## config.mk

```make
export PLATFORM = sky130hd
export DESIGN_NAME = fpwm_gen
export DESIGN_NICKNAME = d
export VERILOG_FILES = /design/src/rtl/pwm_pkg.sv /design/src/rtl/pwm_prescaler.sv /design/src/rtl/pwm_timebase.sv /design/src/rtl/pwm_wave_fsm.sv /design/src/rtl/fpwm_gen.sv
export SDC_FILE = /design/constraint.sdc
export NUM_CORES = 1
export LEC_CHECK = 0
export CAP_MARGIN = 30
export CORE_MARGIN = 3
export CORE_UTILIZATION = 50
export CTS_BUF_LIST = sky130_fd_sc_hd__clkbuf_16
export DETAILED_ROUTE_END_ITERATION = 16
export PLACE_DENSITY = 0.76
export SETUP_SLACK_MARGIN = 0.5
export SLEW_MARGIN = 30
export SYNTH_ARGS = -nofsm -noshare
export SYNTH_HDL_FRONTEND = slang
export SYNTH_SLANG_ARGS = --single-unit
export TNS_END_PERCENT = 5
```

## constraint.sdc

```tcl
create_clock -name clk -period 2.6 [get_ports clk]
set_clock_uncertainty 0.05 [all_clocks]
set_input_delay 0.26 -clock clk [delete_from_list [all_inputs] [get_ports clk]]
set_output_delay 0.26 -clock clk [all_outputs]
set_load 0.05 [all_outputs]
```

## src/rtl/pwm_pkg.sv

```systemverilog
package pwm_pkg;
    typedef enum logic [1:0] {
        MODE_OFF    = 2'd0,
        MODE_TOGGLE = 2'd1,
        MODE_NONINV = 2'd2,
        MODE_INV    = 2'd3
    } out_mode_e;

    typedef enum logic [1:0] {
        WV_OFF,
        WV_LOW,
        WV_HIGH
    } wave_state_e;

    // log2 of divide ratio for each select code
    function automatic int unsigned div_log2(input logic [2:0] code);
        case (code)
            3'd0:    return 0;
            3'd1:    return 3;
            3'd2:    return 6;
            3'd3:    return 8;
            default: return 10;
        endcase
    endfunction
endpackage

```

## src/rtl/pwm_prescaler.sv

```systemverilog
module pwm_prescaler #(
    parameter int PRE_W = 10
) (
    input  logic       clk,
    input  logic       rst,
    input  logic       run,
    input  logic [2:0] div_sel,
    output logic       tick
);
    logic [PRE_W-1:0] phase;
    logic [PRE_W-1:0] limit;

    always_comb begin
        limit = PRE_W'((1 << pwm_pkg::div_log2(div_sel)) - 1);
        tick  = run && (phase >= limit);
    end

    always_ff @(posedge clk) begin
        if (rst || !run) begin
            phase <= '0;
        end else if (tick) begin
            phase <= '0;
        end else begin
            phase <= phase + 1'b1;
        end
    end
endmodule

```

## src/rtl/pwm_timebase.sv

```systemverilog
module pwm_timebase #(
    parameter int CNT_W = 8
) (
    input  logic             clk,
    input  logic             rst,
    input  logic             tick,
    input  logic             top_sel,
    input  logic             cmp_wr,
    input  logic [CNT_W-1:0] cmp_wdata,
    output logic [CNT_W-1:0] cnt,
    output logic [CNT_W-1:0] cmp_act,
    output logic             wrap_ev,
    output logic             match_ev
);
    localparam logic [CNT_W-1:0] CNT_MAX = '1;

    logic [CNT_W-1:0] cmp_hold;
    logic [CNT_W-1:0] ceiling;

    always_comb begin
        ceiling  = top_sel ? cmp_act : CNT_MAX;
        wrap_ev  = tick && (cnt >= ceiling);
        match_ev = tick && (cnt == cmp_act);
    end

    always_ff @(posedge clk) begin
        if (rst) begin
            cnt      <= '0;
            cmp_act  <= '0;
            cmp_hold <= '0;
        end else begin
            if (wrap_ev) begin
                cnt     <= '0;
                cmp_act <= cmp_hold;
            end else if (tick) begin
                cnt <= cnt + 1'b1;
            end
            if (cmp_wr) begin
                cmp_hold <= cmp_wdata;
            end
        end
    end
endmodule

```

## src/rtl/pwm_wave_fsm.sv

```systemverilog
module pwm_wave_fsm
    import pwm_pkg::*;
(
    input  logic       clk,
    input  logic       rst,
    input  logic [1:0] out_mode,
    input  logic       wrap_ev,
    input  logic       match_ev,
    output logic       wave,
    output logic       live
);
    wave_state_e state, state_nx;
    out_mode_e   mode;
    logic        set_ev, clr_ev, tog_ev;

    always_comb begin
        mode   = out_mode_e'(out_mode);
        set_ev = 1'b0;
        clr_ev = 1'b0;
        tog_ev = 1'b0;
        unique case (mode)
            MODE_OFF:    ;
            MODE_TOGGLE: tog_ev = match_ev;
            MODE_NONINV: begin
                set_ev = wrap_ev;
                clr_ev = match_ev && !wrap_ev;
            end
            MODE_INV: begin
                clr_ev = wrap_ev;
                set_ev = match_ev && !wrap_ev;
            end
        endcase

        state_nx = state;
        if (mode == MODE_OFF) begin
            state_nx = WV_OFF;
        end else begin
            unique case (state)
                WV_OFF:  state_nx = WV_LOW;
                WV_LOW:  if (set_ev || tog_ev) state_nx = WV_HIGH;
                WV_HIGH: if (clr_ev || tog_ev) state_nx = WV_LOW;
                default: state_nx = WV_OFF;
            endcase
        end
    end

    always_ff @(posedge clk) begin
        if (rst) begin
            state <= WV_OFF;
        end else begin
            state <= state_nx;
        end
    end

    always_comb begin
        wave = (state == WV_HIGH);
        live = (state != WV_OFF);
    end
endmodule

```

## src/rtl/fpwm_gen.sv

```systemverilog
module fpwm_gen #(
    parameter int CNT_W = 8,
    parameter int PRE_W = 10
) (
    input  logic             clk,
    input  logic             rst,
    input  logic             run,
    input  logic [2:0]       div_sel,
    input  logic             top_sel,
    input  logic [1:0]       out_mode,
    input  logic             cmp_wr,
    input  logic [CNT_W-1:0] cmp_wdata,
    output logic [CNT_W-1:0] cnt_out,
    output logic             wave_out
);
    logic             tick;
    logic [CNT_W-1:0] cmp_act;
    logic             wrap_ev, match_ev, wave_live;

    pwm_prescaler #(.PRE_W(PRE_W)) u_pre (
        .clk(clk), .rst(rst), .run(run), .div_sel(div_sel), .tick(tick)
    );

    pwm_timebase #(.CNT_W(CNT_W)) u_tb (
        .clk(clk), .rst(rst), .tick(tick), .top_sel(top_sel),
        .cmp_wr(cmp_wr), .cmp_wdata(cmp_wdata), .cnt(cnt_out),
        .cmp_act(cmp_act), .wrap_ev(wrap_ev), .match_ev(match_ev)
    );

    pwm_wave_fsm u_fsm (
        .clk(clk), .rst(rst), .out_mode(out_mode), .wrap_ev(wrap_ev),
        .match_ev(match_ev), .wave(wave_out), .live(wave_live)
    );
endmodule

```

==> Yosys cells after proc, flatten, opt, wreduce, memory -nomap -nowiden <==
Cells that the tools add are included.
{ "classes": {"shifts": 1, "reduce_logical": 16, "addsub": 3, "magnitude_cmp": 2, "eq_ne": 11, "muxes": 8} }
{ "op_table": {"columns": ["cell", "n"], "rows": [
  ["$pmux 4 s4", 1],
  ["$add 10x1->10 const B", 1],
  ["$ge 10x10->1", 1],
  ["$shl 1x4->10 const A", 1],
  ["$sub 10x2->10 const B", 1],
  ["$add 8x1->8 const B", 1],
  ["$eq 8x8->1", 1],
  ["$ge 8x8->1", 1],
  ["$mux 8", 1],
  ["$eq 2x2->1 const B", 3],
  ["$eq 3x2->1 const B", 2],
  ["$pmux 2 s3", 1],
  ["$reduce_or 2->1", 3],
  ["$eq 2x1->1 const B", 2],
  ["$logic_and 1x1->1", 4],
  ["$logic_not 2->1", 2],
  ["$mux 2", 2],
  ["$ne 2x1->1 const B", 2],
  ["$pmux 1 s2", 2],
  ["$eq 3x1->1 const B", 1],
  ["$logic_not 3->1", 1],
  ["$logic_or 1x1->1", 3],
  ["$logic_not 1->1", 2],
  ["$reduce_and 2->1", 1],
  ["$mux 1", 1]
]} }
{ "totals": {"ff_bits": 36, "inputBits": 18, "output_inout_bits": 9} }

==> Longest topological paths before layout <==
Gate-level depths: netlist of run 1.
{ "depth": {"depth_word": 13, "depth_mapped": 11} }

==> Hierarchy <==
Synthesis of run 1 repeated with hierarchy kept, for this count alone.
{ "hier_totals": {"cells_unflattened": 236, "hier_area_um2": 2279.7} }
{ "modules_own_cells": {"columns": ["module", "area_each_um2", "instances", "seq_area_each_um2", "cells_per_inst"], "rows": [
  ["pwm_timebase", 1331.3, 1, 480.5, 137],
  ["pwm_prescaler", 773.2, 1, 200.2, 80],
  ["pwm_wave_fsm", 175.2, 1, 40.0, 19]
]} }

==> Worst setup path after synthesis of run 1 <==
No wires, ideal clock.
{ "synth_path": {"path_type": "input port to flip-flop", "startpoint": "input div_sel[2]", "endpoint": "register u_tb.cnt[1]", "t_required_ps": 2434, "setup_time_ps": 116, "n_path_buf": 2, "arrival_ps": 2428, "stages": 10, "slack_ps": 6, "path_cell_list": "or3_1 -> ha_1 -> ha_1 -> a211oi_1 -> or3_1 -> buf_6 -> a221oi_4 -> or2_1 -> buf_4 -> nor2_1"} }
{ "synth_between": {"elab_chain_len": 8, "elab_cells_between_ends": 11, "cone_classes": "1 x add/sub; 1 x order compare; 3 x eq/ne; 1 x shift; 1 x mux; 4 x reduce/logical"} }
{ "synth_lines": {"columns": ["item", "line", "rtl"], "rows": [
  ["start, declared", "fpwm_gen.sv:8", "input logic [2:0] div_sel,"],
  ["$eq 3x2->1 (tied with other cells)", "pwm_pkg.sv:17", "case (code)"],
  ["$pmux 4 s4 *", "pwm_pkg.sv:17", null],
  ["$shl 1x4->10 *", "pwm_prescaler.sv:14", "limit = PRE_W'((1 << pwm_pkg::div_log2(div_sel)) - 1);"],
  ["$sub 10x2->10 *", "pwm_prescaler.sv:14", null],
  ["$ge 10x10->1 *", "pwm_prescaler.sv:15", "tick = run && (phase >= limit);"],
  ["$logic_and 1x1->1 *", "pwm_prescaler.sv:15", null],
  ["$logic_and 1x1->1", "pwm_timebase.sv:22", "wrap_ev = tick && (cnt >= ceiling);"],
  ["$reduce_or 2->1 (no line)", null, null],
  ["end signal, assigned", "pwm_timebase.sv:36", "cnt <= cnt + 1'b1;"],
  ["end, declared", "pwm_timebase.sv:10", "output logic [CNT_W-1:0] cnt,"]
]} }
Every way passes the cells marked *; elsewhere a longest branch is shown, timed or not.
A chain may end at the register's enable or synchronous reset.

==> Worst setup path in the final report of run 1 <==
{ "layout_path": {"startpoint": "input div_sel[2]", "endpoint": "register u_tb.cnt[3]"} }
The elaborated chain is that of the path after synthesis.

==> metrics.md, run 1 <==
| Metric | Value |
|---|---|
| Status | complete, no violations |
| Synth Flop Type | dfxtp_1 |
| Non-filler cells, final | 336 |
| Post-Synthesis Cells | 230 |
| Initial core utilization | 0.5448 |
| Syn_area_per_cell | 9.128 um2 |
| Maximum root-to-sink buffer count | 2 |
| Tmin final | 2.456 ns |
| Startpoint Class | primary input |
| Post-Syn Nets | 269 |
| Die H | 70.80 um |
| Wirelength per Cell | 15.70 um |
| Synthesized cell area | 0.002100 mm2 |
| Core area | 0.003854 mm2 |
| H-Tree Depth | 2 |
| Via/cell ratio | 5.622 |
| Port Buffers | 26 |
| Int Pwr | 1.268 mW |
| Vias in the first global route | 2026 |
| Final WL | 5.275 mm |
| Max FO, Critical Path | 4 |
| Cts bufs inserted | 5 |
| Max Clock Freq | 0.4072 GHz |
| Setup ws final | 0.1442 ns |
| Post-route DRC violation count | 0 |
| DP HPWL | 3.428 mm |
| Final #Nets | 326 |
| RSZ-0062 raised after global routing | yes |
| CTS sink cnt | 36 |
| Slew margin rel. | 0.6413 |
| Final period util | 0.9446 |
| Grt total ovfl | 0 |
| Net Switching | 280.6 uW |
| Final Wtd Congestion | 0.9135 |
| WP data required | 2.71 ns |
| Post-synth cell types | 40 |
| Antenna-violating nets left | 0 |
| Synthesized flop and latch total | 36 |
| Max rail drop VDD | 0.4268 mV |
| Final-report hold violation count | 0 |
| Row cnt | 22 |
| Clk pwr share | 0.557 |
| CP arrival | 2.57 ns |
| Final core occ | 0.7549 |
| Sw Ratio | 0.1812 |
| Die Area | 0.005013 mm2 |
| Antenna violations before repair | 0 |
| LEAKAGE | 1.284 nW |
| Register area share after synthesis | 0.3433 |
| Largest net degree at the start of global routing | 15 |
| Cell count after placement | 323 |
| Power share of the combinational group | 0.075 |
| Chip width | 70.80 um |
| Synthesis warning total | 0 |
| DP Worst Slack | -0.4453 ns |
| Pwr dens | 532.3 mW/mm2 |
| Share of cells above drive strength 1 | 0.2049 |
| Global-route wire length before repair | 9.032 mm |
| Element type at the critical path end | flop |
| CP Class | primary input to flop |
| Clk pin slew, worst setup/hold paths | 0.05 ns |
| CTS root buf | clkbuf_16 |
| Via Count | 1889 |
| Worst Hold Class | flop to flop |
| Hold_buf cts | 0 |
| Register share of total power | 0.368 |
| Final setup viols | 0 |
| Detailed Routing Iterations Pass 1 | 5 |
| MaxCap Viol Count | 0 |
| CTS tree | yes |
| Diode count | 0 |
| Worst-Skew Late Latency | 0.28 ns |
| Number of synthesized flops with an enable pin | 0 |
| Area grow syn2layout | 38.56% |
| Slew of the pin with the lowest slew margin | 0.5332 ns |
| Fraction of registers with async set/reset | 0 |
| DRT iter0 DRCs | 84 |
| All-Layer GR Usage | 0.2243 |
| IO Pins | 27 |
| Fin. max-slew vios | 0 |
## worst max-delay path, cell delays in order
cell and delay, ns:
buf_6 0.09, or3_4 0.40, ha_4 0.17, inv_2 0.06
ha_4 0.12, nand3_2 0.05, a211oi_2 0.22, buf_4 0.16
a2111oi_4 0.04, buf_4 0.17, buf_4 0.13, buf_4 0.13
a211oi_1 0.30, xnor2_1 0.18, nor2_1 0.08
## layer usage
layer / up-vias / wire [um] / track usage / share of wire
li1: 928 / - / - / -
met3: 22 / 196 / 0.05398 / 0.037
met2: 50 / 2749 / 0.3965 / 0.52
met1: 889 / 2119 / 0.2419 / 0.40
met4: 0 / 210 / 0.1294 / 0.040
met5: - / 0 / 0 / 0
## path summary, 6_finish.rpt
kind	endpoint	cells after the start	from	slack (ns)
min reg2reg	u_pre.phase[0]	1	u_pre.phase[0]	0.44
max reg2reg	u_tb.cnt[3]	11	u_pre.phase[9]	0.19
max	u_tb.cnt[3]	15	div_sel[2]	0.14
min	u_pre.phase[0]	1	u_pre.phase[0]	0.44
## placed cells by master (no fill, tap or decap), types with 5 or more instances in the layout
cell type,synthesis,final
clkdlybuf4s50_1,0,22
a211oi_1,7,6
nand3_1,11,10
nor2_1,39,38
nand2_1,7,7
clkbuf_16,0,5
xnor2_1,9,9
ha_1,21,18
inv_1,10,9
buf_4,1,28
xor2_1,13,13
nor2b_1,8,8
mux2i_1,17,15
a21oi_1,10,9
dfxtp_1,36,36
## per-stage QoR
step | hold slack (ns) | total power [mW] | TNS (ns) | instance area (um2)
after floorplan | 0.3572 | 0.6372 | 0 | 2108
after global placement | 0.4115 | 0.6842 | -8.261 | 2575
after detailed placement | 0.4344 | 0.6865 | -9.876 | 2575
after CTS | 0.4473 | 1.559 | 0 | 2882
after global routing | 0.4785 | 1.596 | 0 | 2909
final | 0.4449 | 1.548 | 0 | 2909
## final cells by class
class / instances / area [um2]
multi-input cells: 179 / 1398
inverters: 10 / 37.54
fillers: 275 / 944.7
clock inverters: 3 / 90.09
flip-flops and latches: 36 / 720.7
well taps: 48 / 60.06
clock buffers: 5 / 125.1
repair buffers: 55 / 478.0
## flip-flops by register name, summed over array words and instances, names as in the netlist
| name | cells |
|---|---|
| u_tb.cmp_hold | 8 |
| u_fsm.state | 2 |
| u_pre.phase | 10 |
| u_tb.cnt | 8 |
| u_tb.cmp_act | 8 |
## power groups by stage
stage / registers, mW / logic [mW] / clock network, mW
after global routing: 0.570 / 0.130 / 0.896
after global placement: 0.580 / 0.104 / 0
final: 0.570 / 0.116 / 0.863
after CTS: 0.569 / 0.114 / 0.876
after detailed placement: 0.580 / 0.106 / 0
after floorplan: 0.578 / 0.0587 / 0
## cell families (layout without fill, tap and decap cells)
| kind of cell | after synthesis | count (layout) | synth area share |
|---|---|---|---|
| buffers and inverters | 15 | 73 | 0.03218 |
| flip-flops | 36 | 36 | 0.3433 |
| AO/OA/AOI/OAI | 35 | 35 | 0.1377 |
| AND/OR/NAND/NOR | 83 | 83 | 0.1871 |
| multiplexers | 17 | 17 | 0.08105 |
| XOR/XNOR | 22 | 22 | 0.09178 |
| other | 1 | 1 | 0.001786 |
| adder cells (fa/ha/maj) | 21 | 21 | 0.1251 |
## Yosys cell counts, drive strengths merged, types with 2 or more instances
master / count / area share
mux2i: 17 / 0.081
or3: 3 / 0.0089
buf: 2 / 0.0089
ha: 21 / 0.13
nor3: 2 / 0.0048
nor4: 3 / 0.0089
clkbuf: 3 / 0.0054
nor2b: 8 / 0.024
nand4: 2 / 0.0060
o21ai: 3 / 0.0071
xor2: 13 / 0.054
inv: 10 / 0.018
nor2: 39 / 0.070
and3: 2 / 0.0060
o211ai: 2 / 0.0071
a21o: 2 / 0.0071
xnor2: 9 / 0.038
nand2: 7 / 0.013
dfxtp: 36 / 0.34
nand2b: 2 / 0.0060
a211oi: 7 / 0.025
a2111oi: 2 / 0.017
nand3: 11 / 0.026
a21oi: 10 / 0.024
## what timing repair did
item	in CTS	in global routing
pin swaps	7	6
endpoints found under the setup margin	28	28
setup buffers	4	1
gates resized for setup	31	3
cloned	0	0
Power figures use the tool's default switching activity.
==> inputs of run 2 (changes only) <==
--- a/config.mk
+++ b/config.mk
@@ -12,6 +12,7 @@
 export DETAILED_ROUTE_END_ITERATION = 16
 export PLACE_DENSITY = 0.76
 export SETUP_SLACK_MARGIN = 0.5
+export SKIP_CTS_REPAIR_TIMING = 1
 export SLEW_MARGIN = 30
 export SYNTH_ARGS = -nofsm -noshare
 export SYNTH_HDL_FRONTEND = slang
==> metrics.md, run 2 (synthesis gave the netlist of run 1 again) <==
| Metric | Value |
|---|---|
| Tmin final | 2.447 ns |
| Vias in the first global route | 1879 |
| Non-filler cells, final | 333 |
| CP Class | primary input to flop |
| Final WL | 5.195 mm |
| Fin. max-slew vios | 0 |
| Peak per-stage delay on the critical path | 0.40 ns |
| Most flops, register | u_pre.phase |
| Status | complete, no violations |
| Port Buffers | 26 |
| Filler cells | 280 |
| Antenna violations before repair | 0 |
| Worst Hold Class | flop to flop |
| Post-route DRC violation count | 0 |
| Share of cells above drive strength 1 | 0.2000 |
| Chip width | 70.80 um |
| WP data required | 2.72 ns |
| Maximum root-to-sink buffer count | 2 |
| DP HPWL | 3.428 mm |
| Final #Nets | 323 |
| Most frequent cells in the layout | nor2_1, dfxtp_1, buf_4 |
| Wirelength per Cell | 15.60 um |
| Detailed Routing Iterations Pass 1 | 4 |
| Die H | 70.80 um |
| Max reg flops | 10 |
| Largest net degree at the start of global routing | 15 |
| Final setup viols | 0 |
| Register share of total power | 0.364 |
| CTS root buf | clkbuf_16 |
| Grt total ovfl | 0 |
| CTS sink cnt | 36 |
| Startpoint Class | primary input |
| H-Tree Depth | 2 |
| Cts bufs inserted | 5 |
| DRT iter0 DRCs | 78 |
| Setup tns final | 0 ns |
| Power share of the combinational group | 0.080 |
| Cell count after placement | 323 |
| All-Layer GR Usage | 0.2116 |
| Pwr dens | 539.0 mW/mm2 |
| Row cnt | 22 |
| Area grow syn2layout | 38.02% |
| Design area | 0.002898 mm2 |
| IO Pins | 27 |
| Net Switching | 287.8 uW |
| Cell Area, Placed | 0.002575 mm2 |
| Int Pwr | 1.274 mW |
| Antenna-violating nets left | 0 |
| Clk pwr share | 0.555 |
| Core area | 0.003854 mm2 |
| Slew of the pin with the lowest slew margin | 0.5526 ns |
| MaxCap Viol Count | 0 |
| Final hold slack | 0.4411 ns |
| CTS tree | yes |
| Max FO, Critical Path | 8 |
| CP arrival | 2.56 ns |
| Element type at the critical path end | flop |
| Die Area | 0.005013 mm2 |
| Diode count | 0 |
| Final period util | 0.9410 |
| LEAKAGE | 1.289 nW |
| Clk pin slew, worst setup/hold paths | 0.05 ns |
| Worst path cell trace | buf_8, or3_4, ha_4, inv_2, ha_4, nand3_2, a211oi_2, buf_4, a2111oi_4, buf_4, a221oi_4, buf_6, mux2i_2, nor2_1 |
| Sw Ratio | 0.1843 |
| Max Clock Freq | 0.4087 GHz |
| Global-route wire length before repair | 8.576 mm |
| Initial core utilization | 0.5448 |
| Worst-Skew Late Latency | 0.28 ns |
| RSZ-0062 raised after global routing | yes |
| Most common library cell in the layout ignoring fill and taps | nor2_1 |
| Final Wtd Congestion | 0.9135 |
| Final-report hold violation count | 0 |
| Via/cell ratio | 5.625 |
| Slew margin rel. | 0.6282 |
| Slowest stage cell, crit path | or3_4 |
| Max rail drop VDD | 0.6286 mV |
| Via Count | 1873 |
[run 2: changes by cell type in the layout (fill, tap and decap cells not counted), sizes merged]
cell          previous run  this run
dlygate4sd2              1         0
dlymetal6s2s             0         1
clkbuf                   5         7
buf                     32        27
[run 2: final cells by class]
cell class,count,area [um2],share of cell area
inverter,10,37.54,0.01295
tap,48,60.06,0.02073
clock buffer,5,125.1,0.04318
timing repair buffer,52,460.4,0.1589
clock inverter,3,90.09,0.03109
sequential,36,720.7,0.2487
multi-input combinational,179,1404,0.4845
[run 2: final timing paths]
check	start	endpoint	slack (ns)	depth (start not counted)
setup / recovery	div_sel[0]	u_tb.cmp_act[5]	0.15	14
hold / removal	u_pre.phase[0]	u_pre.phase[0]	0.44	1
setup reg to reg	u_pre.phase[4]	u_tb.cmp_act[5]	0.24	10
hold reg to reg	u_pre.phase[0]	u_pre.phase[0]	0.44	1
[run 2: per-stage QoR]
| step | setup WS [ns] | power, mW | util |
|---|---|---|---|
| global route | 0.05024 | 1.612 | 0.7519 |
| detailed placement | -0.4453 | 0.6865 | 0.6682 |
| global placement | -0.4203 | 0.6842 | 0.6682 |
| finish | 0.1534 | 1.562 | 0.7519 |
| CTS | -0.2002 | 1.555 | 0.7240 |
| floorplan | 0.06004 | 0.6372 | - |
[run 2: power by group through the flow]
stage	registers [mW]	clock network [mW]	logic, mW
global placement	0.580	0	0.104
finish	0.569	0.867	0.126
global route	0.570	0.901	0.141
CTS	0.569	0.876	0.110
floorplan	0.578	0	0.0587
detailed placement	0.580	0	0.106
[run 2: metal layers]
layer | global-route usage | up-vias | part of all wire
met2 | 0.3759 | 51 | 0.52
met3 | 0.04972 | 19 | 0.036
met4 | 0.07933 | 0 | 0.040
met1 | 0.2454 | 885 | 0.40
li1 | - | 918 | -
met5 | 0 | - | 0
[run 2: critical path, delay by kind of cell]
family / cells / cell delay [ns]
and+or+nand+nor: 3 / 0.53
adders and majority gates: 2 / 0.29
buffers and inverters: 5 / 0.66
AOI/OAI and AO/OA: 3 / 0.58
muxes: 1 / 0.23
